## src/rtl/tof_align_pkg.sv

```systemverilog
package tof_align_pkg;

   typedef enum logic {
      ARM_IDLE = 1'b0,
      ARM_SET  = 1'b1
   } arm_state_e;

   // offset is usable when it lies in 1..lines-per-reference-frame
   function automatic logic offset_usable(input logic [31:0] off,
                                          input logic [31:0] lpf);
      return (off != 32'd0) && (off <= lpf);
   endfunction

endpackage

```

## src/rtl/tof_ref_decoder.sv

```systemverilog
module tof_ref_decoder #(
   parameter int LINE_W = 12,
   parameter int WIN_W  = 3
) (
   input  logic              clk,
   input  logic              rst_n,
   input  logic              ref_h,
   input  logic              ref_v,
   input  logic              ref_lost,
   input  logic [WIN_W-1:0]  win,
   input  logic [LINE_W-1:0] ref_lpf,
   input  logic [LINE_W-1:0] tgt,
   output logic              hit_q,
   output logic              synced_q
);
   localparam int AGE_W = WIN_W + 1;
   localparam logic [AGE_W-1:0] AGE_MAX = '1;

   logic [1:0]            sync_in;
   logic [1:0]            rise;
   logic [1:0][AGE_W-1:0] age_now;

   assign sync_in = {ref_v, ref_h};

   // one edge detector and age tracker per sync input
   for (genvar g = 0; g < 2; g++) begin : g_trk
      logic             prev_q;
      logic [AGE_W-1:0] age_q;

      assign rise[g]    = sync_in[g] & ~prev_q;
      assign age_now[g] = rise[g] ? '0 :
                          ((age_q == AGE_MAX) ? AGE_MAX : age_q + 1'b1);

      always_ff @(posedge clk) begin
         if (!rst_n) begin
            prev_q <= 1'b0;
            age_q  <= AGE_MAX;
         end else begin
            prev_q <= sync_in[g];
            age_q  <= age_now[g];
         end
      end
   end

   logic              coin_lvl, coin_q, coin_evt;
   logic [LINE_W-1:0] dist_q, dist_d;
   logic              hit_d, synced_d;

   assign coin_lvl = (age_now[0] <= {1'b0, win}) && (age_now[1] <= {1'b0, win});
   assign coin_evt = coin_lvl & ~coin_q;

   always_comb begin
      dist_d = dist_q;
      if (coin_evt)
         dist_d = '0;
      else if (rise[0])
         dist_d = (dist_q >= ref_lpf - 1'b1) ? '0 : dist_q + 1'b1;
   end

   always_comb begin
      synced_d = synced_q;
      if (ref_lost)
         synced_d = 1'b0;
      else if (coin_evt)
         synced_d = 1'b1;
   end

   assign hit_d = synced_q && !ref_lost && (dist_d != dist_q) && (dist_d == tgt);

   always_ff @(posedge clk) begin
      if (!rst_n) begin
         coin_q   <= 1'b0;
         dist_q   <= '0;
         synced_q <= 1'b0;
         hit_q    <= 1'b0;
      end else begin
         coin_q   <= coin_lvl;
         dist_q   <= dist_d;
         synced_q <= synced_d;
         hit_q    <= hit_d;
      end
   end

   assert_lost_drops_sync_R9: assert property (@(posedge clk) disable iff (!rst_n)
      ref_lost |=> !synced_q);

   assert_dist_in_frame_R4: assert property (@(posedge clk) disable iff (!rst_n)
      (dist_q < ref_lpf) |=> ((dist_q < ref_lpf) || !$stable(ref_lpf)));

endmodule

```

## src/rtl/tof_align_ctrl.sv

```systemverilog
module tof_align_ctrl
   import tof_align_pkg::*;
(
   input  logic clk,
   input  logic rst_n,
   input  logic align_en,
   input  logic init,
   input  logic off_ok,
   input  logic ref_lost,
   input  logic hit,
   output logic reload,
   output logic aligned_q,
   output logic bad_q
);
   arm_state_e arm_q, arm_d;
   logic       init_q, init_rise, bad_d;

   assign init_rise = init & ~init_q;

   always_comb begin
      arm_d = arm_q;
      bad_d = bad_q;
      if (!align_en) begin
         arm_d = ARM_IDLE;
      end else if (init_rise) begin
         bad_d = !off_ok;
         if (off_ok)
            arm_d = ARM_SET;
      end
   end

   assign reload = (arm_q == ARM_SET) & align_en & ~ref_lost & hit;

   always_ff @(posedge clk) begin
      if (!rst_n) begin
         arm_q     <= ARM_IDLE;
         init_q    <= 1'b0;
         bad_q     <= 1'b0;
         aligned_q <= 1'b0;
      end else begin
         arm_q     <= arm_d;
         init_q    <= init;
         bad_q     <= bad_d;
         aligned_q <= reload;
      end
   end

   assert_bad_init_flag_R6: assert property (@(posedge clk) disable iff (!rst_n)
      (init_rise && align_en && !off_ok) |=> bad_q);

   assert_aligned_needs_arm_R7: assert property (@(posedge clk) disable iff (!rst_n)
      aligned_q |-> ($past(arm_q) == ARM_SET));

   assert_lost_blocks_align_R9: assert property (@(posedge clk) disable iff (!rst_n)
      ref_lost |=> !aligned_q);

endmodule

```

## src/rtl/tof_frame_counter.sv

```systemverilog
module tof_frame_counter #(
   parameter int PIX_W  = 12,
   parameter int LINE_W = 12
) (
   input  logic              clk,
   input  logic              rst_n,
   input  logic [PIX_W-1:0]  ppl,
   input  logic [LINE_W-1:0] lpf,
   input  logic              reload,
   output logic              sof
);
   logic [PIX_W-1:0]  pix_q, pix_d;
   logic [LINE_W-1:0] line_q, line_d;

   always_comb begin
      pix_d  = pix_q + 1'b1;
      line_d = line_q;
      if (pix_q >= ppl - 1'b1) begin
         pix_d  = '0;
         line_d = (line_q >= lpf - 1'b1) ? '0 : line_q + 1'b1;
      end
      if (reload) begin
         pix_d  = '0;
         line_d = '0;
      end
   end

   always_ff @(posedge clk) begin
      if (!rst_n) begin
         pix_q  <= '0;
         line_q <= '0;
      end else begin
         pix_q  <= pix_d;
         line_q <= line_d;
      end
   end

   assign sof = (pix_q == '0) && (line_q == '0);

   assert_single_tof_R1: assert property (@(posedge clk) disable iff (!rst_n)
      (sof && (ppl > 1) && !reload) |=> !sof);

endmodule

```

## src/rtl/tof_align_gen.sv

```systemverilog
module tof_align_gen
   import tof_align_pkg::*;
#(
   parameter int PIX_W  = 12,
   parameter int LINE_W = 12,
   parameter int WIN_W  = 3
) (
   input  logic              clk,
   input  logic              rst_n,
   input  logic              ref_h,
   input  logic              ref_v,
   input  logic              ref_lost,
   input  logic [PIX_W-1:0]  cfg_ppl,
   input  logic [LINE_W-1:0] cfg_out_lpf,
   input  logic [LINE_W-1:0] cfg_ref_lpf,
   input  logic [LINE_W-1:0] cfg_offset,
   input  logic [WIN_W-1:0]  cfg_win,
   input  logic              cfg_align_en,
   input  logic              cfg_init,
   input  logic              cfg_tof_hiz,
   output logic              tof,
   output logic              tof_oe,
   output logic              aligned,
   output logic              cfg_bad
);
   if (PIX_W < 2 || PIX_W > 16) begin : g_chk_pix
      $error("tof_align_gen: PIX_W out of range");
   end
   if (LINE_W < 2 || LINE_W > 16) begin : g_chk_line
      $error("tof_align_gen: LINE_W out of range");
   end
   if (WIN_W < 1 || WIN_W > 4) begin : g_chk_win
      $error("tof_align_gen: WIN_W out of range");
   end

   logic [LINE_W-1:0] tgt;
   logic              off_ok, hit, synced, reload, sof;

   assign off_ok = offset_usable(32'(cfg_offset), 32'(cfg_ref_lpf));
   assign tgt    = (cfg_offset == cfg_ref_lpf) ? '0 : cfg_offset;

   tof_ref_decoder #(.LINE_W(LINE_W), .WIN_W(WIN_W)) u_dec (
      .clk      (clk),
      .rst_n    (rst_n),
      .ref_h    (ref_h),
      .ref_v    (ref_v),
      .ref_lost (ref_lost),
      .win      (cfg_win),
      .ref_lpf  (cfg_ref_lpf),
      .tgt      (tgt),
      .hit_q    (hit),
      .synced_q (synced)
   );

   tof_align_ctrl u_ctrl (
      .clk       (clk),
      .rst_n     (rst_n),
      .align_en  (cfg_align_en),
      .init      (cfg_init),
      .off_ok    (off_ok),
      .ref_lost  (ref_lost),
      .hit       (hit),
      .reload    (reload),
      .aligned_q (aligned),
      .bad_q     (cfg_bad)
   );

   tof_frame_counter #(.PIX_W(PIX_W), .LINE_W(LINE_W)) u_cnt (
      .clk    (clk),
      .rst_n  (rst_n),
      .ppl    (cfg_ppl),
      .lpf    (cfg_out_lpf),
      .reload (reload),
      .sof    (sof)
   );

   assign tof_oe = ~cfg_tof_hiz;
   assign tof    = sof & tof_oe;

   assert_aligned_at_sof_R4: assert property (@(posedge clk) disable iff (!rst_n)
      aligned |-> sof);

   assert_hit_after_anchor_R3: assert property (@(posedge clk) disable iff (!rst_n)
      hit |-> $past(synced));

endmodule

```

## config.mk

```make
export PLATFORM = sky130hd
export DESIGN_NAME = tof_align_gen
export DESIGN_NICKNAME = d
export VERILOG_FILES = /design/src/rtl/tof_align_pkg.sv /design/src/rtl/tof_ref_decoder.sv /design/src/rtl/tof_align_ctrl.sv /design/src/rtl/tof_frame_counter.sv /design/src/rtl/tof_align_gen.sv
export SDC_FILE = /design/constraint.sdc
export NUM_CORES = 1
export LEC_CHECK = 0
export CORE_UTILIZATION = 45
export DETAILED_ROUTE_END_ITERATION = 7
export PLACE_DENSITY = 0.69
export SYNTH_ARGS = -nofsm -noshare
export SYNTH_HDL_FRONTEND = slang
export SYNTH_SLANG_ARGS = --single-unit
```

## constraint.sdc

```tcl
create_clock -name clk -period 5.6 [get_ports clk]
set_input_delay 1.4 -clock clk [delete_from_list [all_inputs] [get_ports clk]]
set_output_delay 1.4 -clock clk [all_outputs]
set_load 0.1 [all_outputs]
```

==> PnR_summary.wiki, run 1 <==
{| class="wikitable"
! Metric !! Value
|-
| Max Buffers Root-to-Sink || 2
|-
| Endpoints failing hold || 0
|-
| Initial core utilization || 47.1%
|-
| Crit Path Category || primary input to register
|-
| Actual slew at the worst max-slew pin || 0.962 ns
|-
| Largest family of logic cells by synthesized area || simple AND/OR/NAND/NOR gates
|-
| Via/cell ratio || 5.45
|-
| Synth Area in Adders || 18.2%
|-
| Net total in the final layout || 725
|-
| DP Wirelength || 8.63 mm
|-
| Pin count of the biggest net entering global routing || 18
|-
| Primary flip-flop cell chosen by synthesis mapping || dfxtp_1
|-
| Count of different cell masters after synthesis || 60
|-
| Longest individual stage delay on the worst path || 0.50 ns
|-
| Power density relative to cell area || 179 mW/mm^2
|-
| Die area || 0.0102 sq mm
|-
| Simple-gate share of the synthesized area || 26.3%
|-
| Top Family by Delay on Critical Path || simple AND/OR/NAND/NOR gates
|-
| CTS tree || done
|-
| Fmax achieved || 0.216 GHz
|-
| Number of antenna repair diodes || 0
|-
| Total DRC errors in the routed layout || 0
|-
| Critical path required time || 5.84 ns
|-
| Number of synthesized flops with an enable pin || 0
|-
| Setup bufs post-CTS || 0
|-
| Number of violations reported at the end of detailed-routing iteration 0 || 176
|-
| Initial antenna violation count || 0
|-
| Number of max-slew violations in the final report || 0
|-
| Critical-path cell list || clkdlybuf4s50_1, nor2_1, nand3_1, or3_1, nor4_1, xnor2_1, ha_1, or4_1, a21oi_1, o211ai_1, a21o_1, and2_1, nor2_1
|-
| Level count of the clock H-tree || 2
|-
| Multiplexer share of the synthesized area || 0.740%
|-
| Yosys reg bits || 53
|-
| Minimum period implied by the final worst setup slack || 4.63 ns
|-
| Syn Area/Cell || 8.17 sq um
|-
| Most frequent cell on the critical path || nor2_1
|-
| Core Area || 0.00933 sq mm
|-
| Cells after Synth || 538
|-
| Total iterations of the first detailed-routing run || 5
|-
| Global placement routability congestion || 0.844
|-
| Worst Path Arrival || 4.88 ns
|-
| Post-Syn Area || 0.00439 sq mm
|-
| Final number of setup-violating endpoints || 0
|-
| Fillers || 868
|-
| Global-route total usage across every layer || 21.7%
|-
| Post-Layout Cell Count || 732
|-
| Latest clock arrival within the worst-skew pair || 0.31 ns
|-
| Synthesis-to-finish area growth || 20.0%
|-
| X dimension of the die || 101 um
|-
| Vias in the first global route || 3,910
|-
| Crit Path Max Fanout || 13
|-
| Num rows || 35
|-
| Wire length of the first global-routing pass || 17.7 mm
|-
| Pleak || 2.31 nW
|-
| Total via count after detailed routing || 3,990
|-
| Synth Area in XOR/XNOR || 11.8%
|-
| Endpoint type of the worst setup path || register
|-
| Share of the clock period used by the worst path || 82.7%
|-
| Number of buffers created by CTS || 5
|-
| Number of port buffers || 62
|-
| Share of synthesized registers carrying an async set or reset || 0%
|-
| Num Clock Sinks || 53
|-
| Drt total wl || 10.5 mm
|-
| Setup repair after global routing missed its margin || no
|-
| I/O pin count || 63
|-
| Clock edge transition at the registers on the reported setup and hold paths || 0.09 ns
|-
| Worst supply voltage drop on vdd || 0.104 mV
|-
| Max-cap violations || 0
|-
| Net count after synthesis || 661
|-
| Hold Path Class || register to register
|-
| Relative max-transition margin || 35.6%
|-
| Layout cells sized above 1 || 3.48%
|-
| Detail-routed net length per standard cell || 14.3 um
|-
| WP buf/inv || 1
|-
| Setup total negative slack || 0 ns
|-
| Ys Warns || 0
|-
| Total grt overflow || 0
|-
| Post-CTS resize count || 0
|-
| Synthesized-area fraction occupied by ao, oa, aoi and oai cells || 15.1%
|-
| Placed cell count || 724
|-
| CTS root buffer || clkbuf_8
|-
| Height of the die || 101 um
|-
| Result of the run || finished, final reports clean
|-
| CTS hold repair buffers || 0
|-
| Critical Path Source Type || primary input
|-
| Sequential fraction of the synthesis area || 24.1%
|-
| Critical-path cell with the highest stage delay || or4_1
|-
| Clk_skew || 0.00500 ns
|-
| Remaining number of nets flagged by the antenna check after routing || 0
|}
[metal layers]
metal	wire length, um	track usage, %	up-vias
met5	0	0	-
met4	87	4.12	0
met3	462	3.12	7
met2	4860	37.2	82
met1	5070	29.2	1833
li1	-	-	2068
[synthesized netlist by cell type (2+ instances only)]
library cell  number  area share, %
a2111oi_0          2           0.40
mux2_2             2           0.51
nand4b_1           2           0.40
a21oi_1           10            1.1
a211oi_1           2           0.34
or4_1              4           0.68
o31ai_1            2           0.34
or3_1              6           0.85
dfxtp_1           53             24
nand3b_1           2           0.34
o21ai_0           18            2.1
inv_1             35            3.0
ha_1              64             18
and2_1             8            1.1
o21a_1             6            1.0
nand4_1           14            2.0
nor2_1            66            5.6
clkbuf_1           5           0.43
a31oi_1            6           0.85
xnor2_1           34            6.8
nand2b_1           7            1.0
a21o_1            17            2.9
o221ai_1           2           0.40
a41oi_1            2           0.40
and3_1             9            1.3
o211ai_1           2           0.34
nor2b_1            7            1.0
nand3_1           29            3.3
o22a_1             2           0.40
a221oi_1           2           0.40
o22ai_1            2           0.28
xor2_1            25            5.0
nor4_1            13            1.9
nand2_1           33            2.8
nor4b_1            3           0.60
o211a_1            2           0.46
nor3_1            17            1.9
[cell usage in the layout (no fill, tap or decap), drive strengths merged, types with 13 or more instances in the layout]
cell / Yosys / final
xor2: 25 / 25
o21ai: 19 / 19
nand3: 29 / 29
nand2: 33 / 33
clkdlybuf4s50: 0 / 60
a21o: 17 / 17
dfxtp: 53 / 53
inv: 35 / 35
nor3: 18 / 18
xnor2: 34 / 34
nor2: 67 / 67
ha: 64 / 64
nand4: 14 / 14
nor4: 13 / 13
[worst reg2reg max path, cell delays in order (launching register included)]
cell and delay [ns]:
dfxtp_1 0.34, ha_1 0.25, nand2_1 0.08, nor2_1 0.04, nor3_1 0.25, ha_1 0.30, nand3_1 0.07, o21ai_0 0.10
o22a_1 0.23, and4b_1 0.33, a221oi_2 0.27, o21ai_0 0.14, a2111oi_2 0.35, o211a_1 0.19
[flip-flops by register name, indices dropped and copies added (netlist names)]
register            count
u_dec.synced_q          1
u_ctrl.bad_q            1
u_dec.coin_q            1
u_cnt.pix_q            12
u_dec.g_trk.age_q       8
u_dec.g_trk.prev_q      2
u_dec.dist_q           12
u_ctrl.aligned_q        1
u_dec.hit_q             1
u_cnt.line_q           12
u_ctrl.init_q           1
u_ctrl.arm_q            1
[worst paths after layout]
kind / slack (ns) / depth (start not counted) / from / to
max: 0.97 / 13 / cfg_ppl[2] / u_cnt.line_q[9]
min: 0.48 / 1 / u_dec.synced_q / u_dec.synced_q
max reg2reg: 2.61 / 13 / u_dec.g_trk[0].age_q[0] / u_dec.hit_q
min reg2reg: 0.48 / 1 / u_dec.synced_q / u_dec.synced_q
[where the power goes]
group          internal [mW]  switching [mW]  leakage [nW]  total (mW)
Combinational          0.123           0.139          1.82       0.262
Clock                  0.146           0.127        0.0585       0.273
Sequential             0.392          0.0162         0.432       0.408
[cell families (layout without fill, tap and decap cells)]
logic type / Yosys count / in the layout
fa+ha+maj: 64 / 64
simple gates: 227 / 227
flops: 53 / 53
compound gates: 90 / 90
xor+xnor: 59 / 59
buf+inv: 42 / 107
mux: 3 / 3
[area by class of cell]
type                       count  area, sq um  area share (%)
tap                          129          161            3.06
clock buffer                   7         86.3            1.64
inverter                      35          131            2.49
timing repair buffer          64          631            12.0
sequential                    53         1060            20.1
multi-input combinational    443         3170            60.1
clock inverter                 1         30.0           0.570
[stage by stage]
stage          setup slack [ns]  hold WS, ns  instance area (sq um)  utilization (%)  total power [mW]
2_1_floorplan              1.27        0.430                   4390                -             0.578
3_3_place_gp              0.753        0.446                   5150             55.3             0.667
3_5_place_dp              0.617        0.460                   5150             55.3             0.677
4_1_cts                   0.936        0.483                   5270             56.5             0.946
5_1_grt                   0.659        0.495                   5270             56.5             0.998
6_report                  0.969        0.477                   5270             56.5             0.943
No activity file was read; power rests on OpenSTA's default activity.
==> inputs of run 2 (changes only) <==
PLACE_DENSITY = 0.72   (was 0.69)
clock period = 3.8 ns   (was 5.6 ns; I/O delays follow)
==> run 2 against run 1 <==
Combinational power grew 72%. First-iteration DRC count shrank 13%. Clock skew is essentially flat. Design area grew 11%. Sequential share of layout area shrank 2.0 points. Wire length grew 8.7%. Global-route usage grew 0.72 points. Die area is the same. Worst setup slack lost 0.77 ns. Critical path depth shrank 2.
==> PnR_summary.wiki, run 2 (synthesis gave the netlist of run 1 again) <==
{| class="wikitable"
! Metric !! Value
|-
| Result of the run || finished, final reports clean
|-
| Busiest layer in global routing || met2
|-
| Pleak || 2.68 nW
|-
| Fmax achieved || 0.278 GHz
|-
| Core Area || 0.00933 sq mm
|-
| Overall power after layout || 1.37 mW
|-
| Total DRC errors in the routed layout || 0
|-
| Fillers || 814
|-
| Initial antenna violation count || 0
|-
| Net total in the final layout || 781
|-
| Most common cell after layout, fill and taps aside || ha_1
|-
| Total iterations of the first detailed-routing run || 6
|-
| Number of max-slew violations in the final report || 0
|-
| Global-route total usage across every layer || 22.5%
|-
| Vias in the first global route || 4,120
|-
| CTS hold repair buffers || 0
|-
| Num rows || 35
|-
| Met3 track demand over resource || 3.05%
|-
| Worst supply voltage drop on vdd || 0.139 mV
|-
| Actual slew at the worst max-slew pin || 0.994 ns
|-
| Via/cell ratio || 5.51
|-
| Crit Path Max Fanout || 6
|-
| Final instance area || 0.00584 sq mm
|-
| Number of antenna repair diodes || 0
|-
| Met1 GRT Util || 28.1%
|-
| Clk_skew || 0.00535 ns
|-
| Global placement routability congestion || 0.902
|-
| Drt total wl || 11.4 mm
|-
| Max Buffers Root-to-Sink || 2
|-
| Num Clock Sinks || 53
|-
| Latest clock arrival within the worst-skew pair || 0.31 ns
|-
| Largest registers in the final layout || u_cnt.line_q: 12 flops, u_cnt.pix_q: 12 flops, u_dec.dist_q: 12 flops
|-
| Synthesis-to-finish area growth || 33.0%
|-
| I/O pin count || 63
|-
| Critical Path Source Type || primary input
|-
| Post-place instance area || 0.00556 sq mm
|-
| Initial core utilization || 47.1%
|-
| Detail-routed net length per standard cell || 14.5 um
|-
| Share of the clock period used by the worst path || 94.7%
|-
| Clock edge transition at the registers on the reported setup and hold paths || 0.10 ns
|-
| Endpoints failing hold || 0
|-
| Layout cells sized above 1 || 15.2%
|-
| Pin count of the biggest net entering global routing || 17
|-
| Height of the die || 101 um
|-
| X dimension of the die || 101 um
|-
| Placed cell count || 774
|-
| DP Wirelength || 9.16 mm
|-
| Endpoint type of the worst setup path || register
|-
| Remaining number of nets flagged by the antenna check after routing || 0
|-
| Number of buffers created by CTS || 5
|-
| Commonest non-fill, non-tap cells in the layout || ha_1, nor2_1, buf_4, dfxtp_1, clkdlybuf4s50_1
|-
| Worst Path Arrival || 3.86 ns
|-
| Power density relative to cell area || 235 mW/mm^2
|-
| Final number of setup-violating endpoints || 0
|-
| Minimum period implied by the final worst setup slack || 3.60 ns
|-
| Met2 global-route usage || 39.2%
|-
| Total via count after detailed routing || 4,345
|-
| CTS tree || done
|-
| Critical path required time || 4.06 ns
|-
| Crit Path Category || primary input to register
|-
| Total grt overflow || 0
|-
| Number of port buffers || 62
|-
| Level count of the clock H-tree || 2
|-
| Die area || 0.0102 sq mm
|-
| CTS root buffer || clkbuf_8
|-
| Number of violations reported at the end of detailed-routing iteration 0 || 153
|-
| Relative max-transition margin || 33.5%
|-
| Max-cap violations || 0
|-
| Post-Layout Cell Count || 788
|-
| Wire length of the first global-routing pass || 18.2 mm
|-
| Setup total negative slack || 0 ns
|-
| Setup repair after global routing missed its margin || no
|-
| Hold Path Class || register to register
|}
==> run 2: what timing repair did <==
action | 4_1_cts | 5_1_grt
pin swaps | 1 | 10
setup endpoints to repair | 11 | 36
cloned | 0 | 1
setup buffers | 0 | 5
gates resized for setup | 6 | 42
==> run 2: path summary, 6_finish.rpt <==
| kind | from | slack [ns] | depth (start not counted) | endpoint |
|---|---|---|---|---|
| worst min register to register | u_ctrl.arm_q | 0.47 | 2 | u_ctrl.arm_q |
| worst min-delay path | u_ctrl.arm_q | 0.47 | 2 | u_ctrl.arm_q |
| worst max register to register | u_dec.g_trk[0].age_q[0] | 0.85 | 13 | u_dec.hit_q |
| worst max-delay path | ref_h | 0.20 | 11 | u_dec.hit_q |
==> run 2: layer usage <==
| metal | vias to the layer above | share of wire [%] |
|---|---|---|
| met3 | 19 | 5.4 |
| met4 | 0 | 2.2 |
| met5 | - | 0 |
| met1 | 2025 | 45 |
| li1 | 2183 | - |
| met2 | 118 | 48 |
==> run 2: report_power, final <==
part           internal [mW]  switching [mW]  total [mW]
combinational          0.228           0.223       0.451
sequential             0.577          0.0241       0.601
clock                  0.130           0.192       0.322
==> run 2: cell type report <==
| type | count | area [sq um] | share of cell area, % |
|---|---|---|---|
| clock inverters | 2 | 15.0 | 0.257 |
| inverters | 35 | 131 | 2.25 |
| multi-input cells | 443 | 3300 | 56.5 |
| well taps | 129 | 161 | 2.76 |
| clock buffers | 6 | 72.6 | 1.24 |
| flip-flops and latches | 53 | 1060 | 18.2 |
| repair buffers | 120 | 1100 | 18.8 |
==> run 2: per-stage QoR <==
stage | hold slack (ns) | setup slack [ns] | utilization, %
2_1_floorplan | 0.430 | 0.255 | -
3_3_place_gp | 0.440 | -0.297 | 59.6
3_5_place_dp | 0.455 | -0.456 | 59.6
4_1_cts | 0.476 | -0.0239 | 60.8
5_1_grt | 0.491 | 0.0168 | 62.6
6_report | 0.471 | 0.203 | 62.6
==> run 2: worst max-delay path: stages <==
cell,delay [ns]
clkdlybuf4s50_1,0.50
nor2b_1,0.31
nor2_1,0.10
ha_1,0.30
a211oi_1,0.25
o22a_1,0.22
and4b_1,0.44
o32a_1,0.22
a31oi_1,0.05
a2111oi_2,0.31
o211a_1,0.20
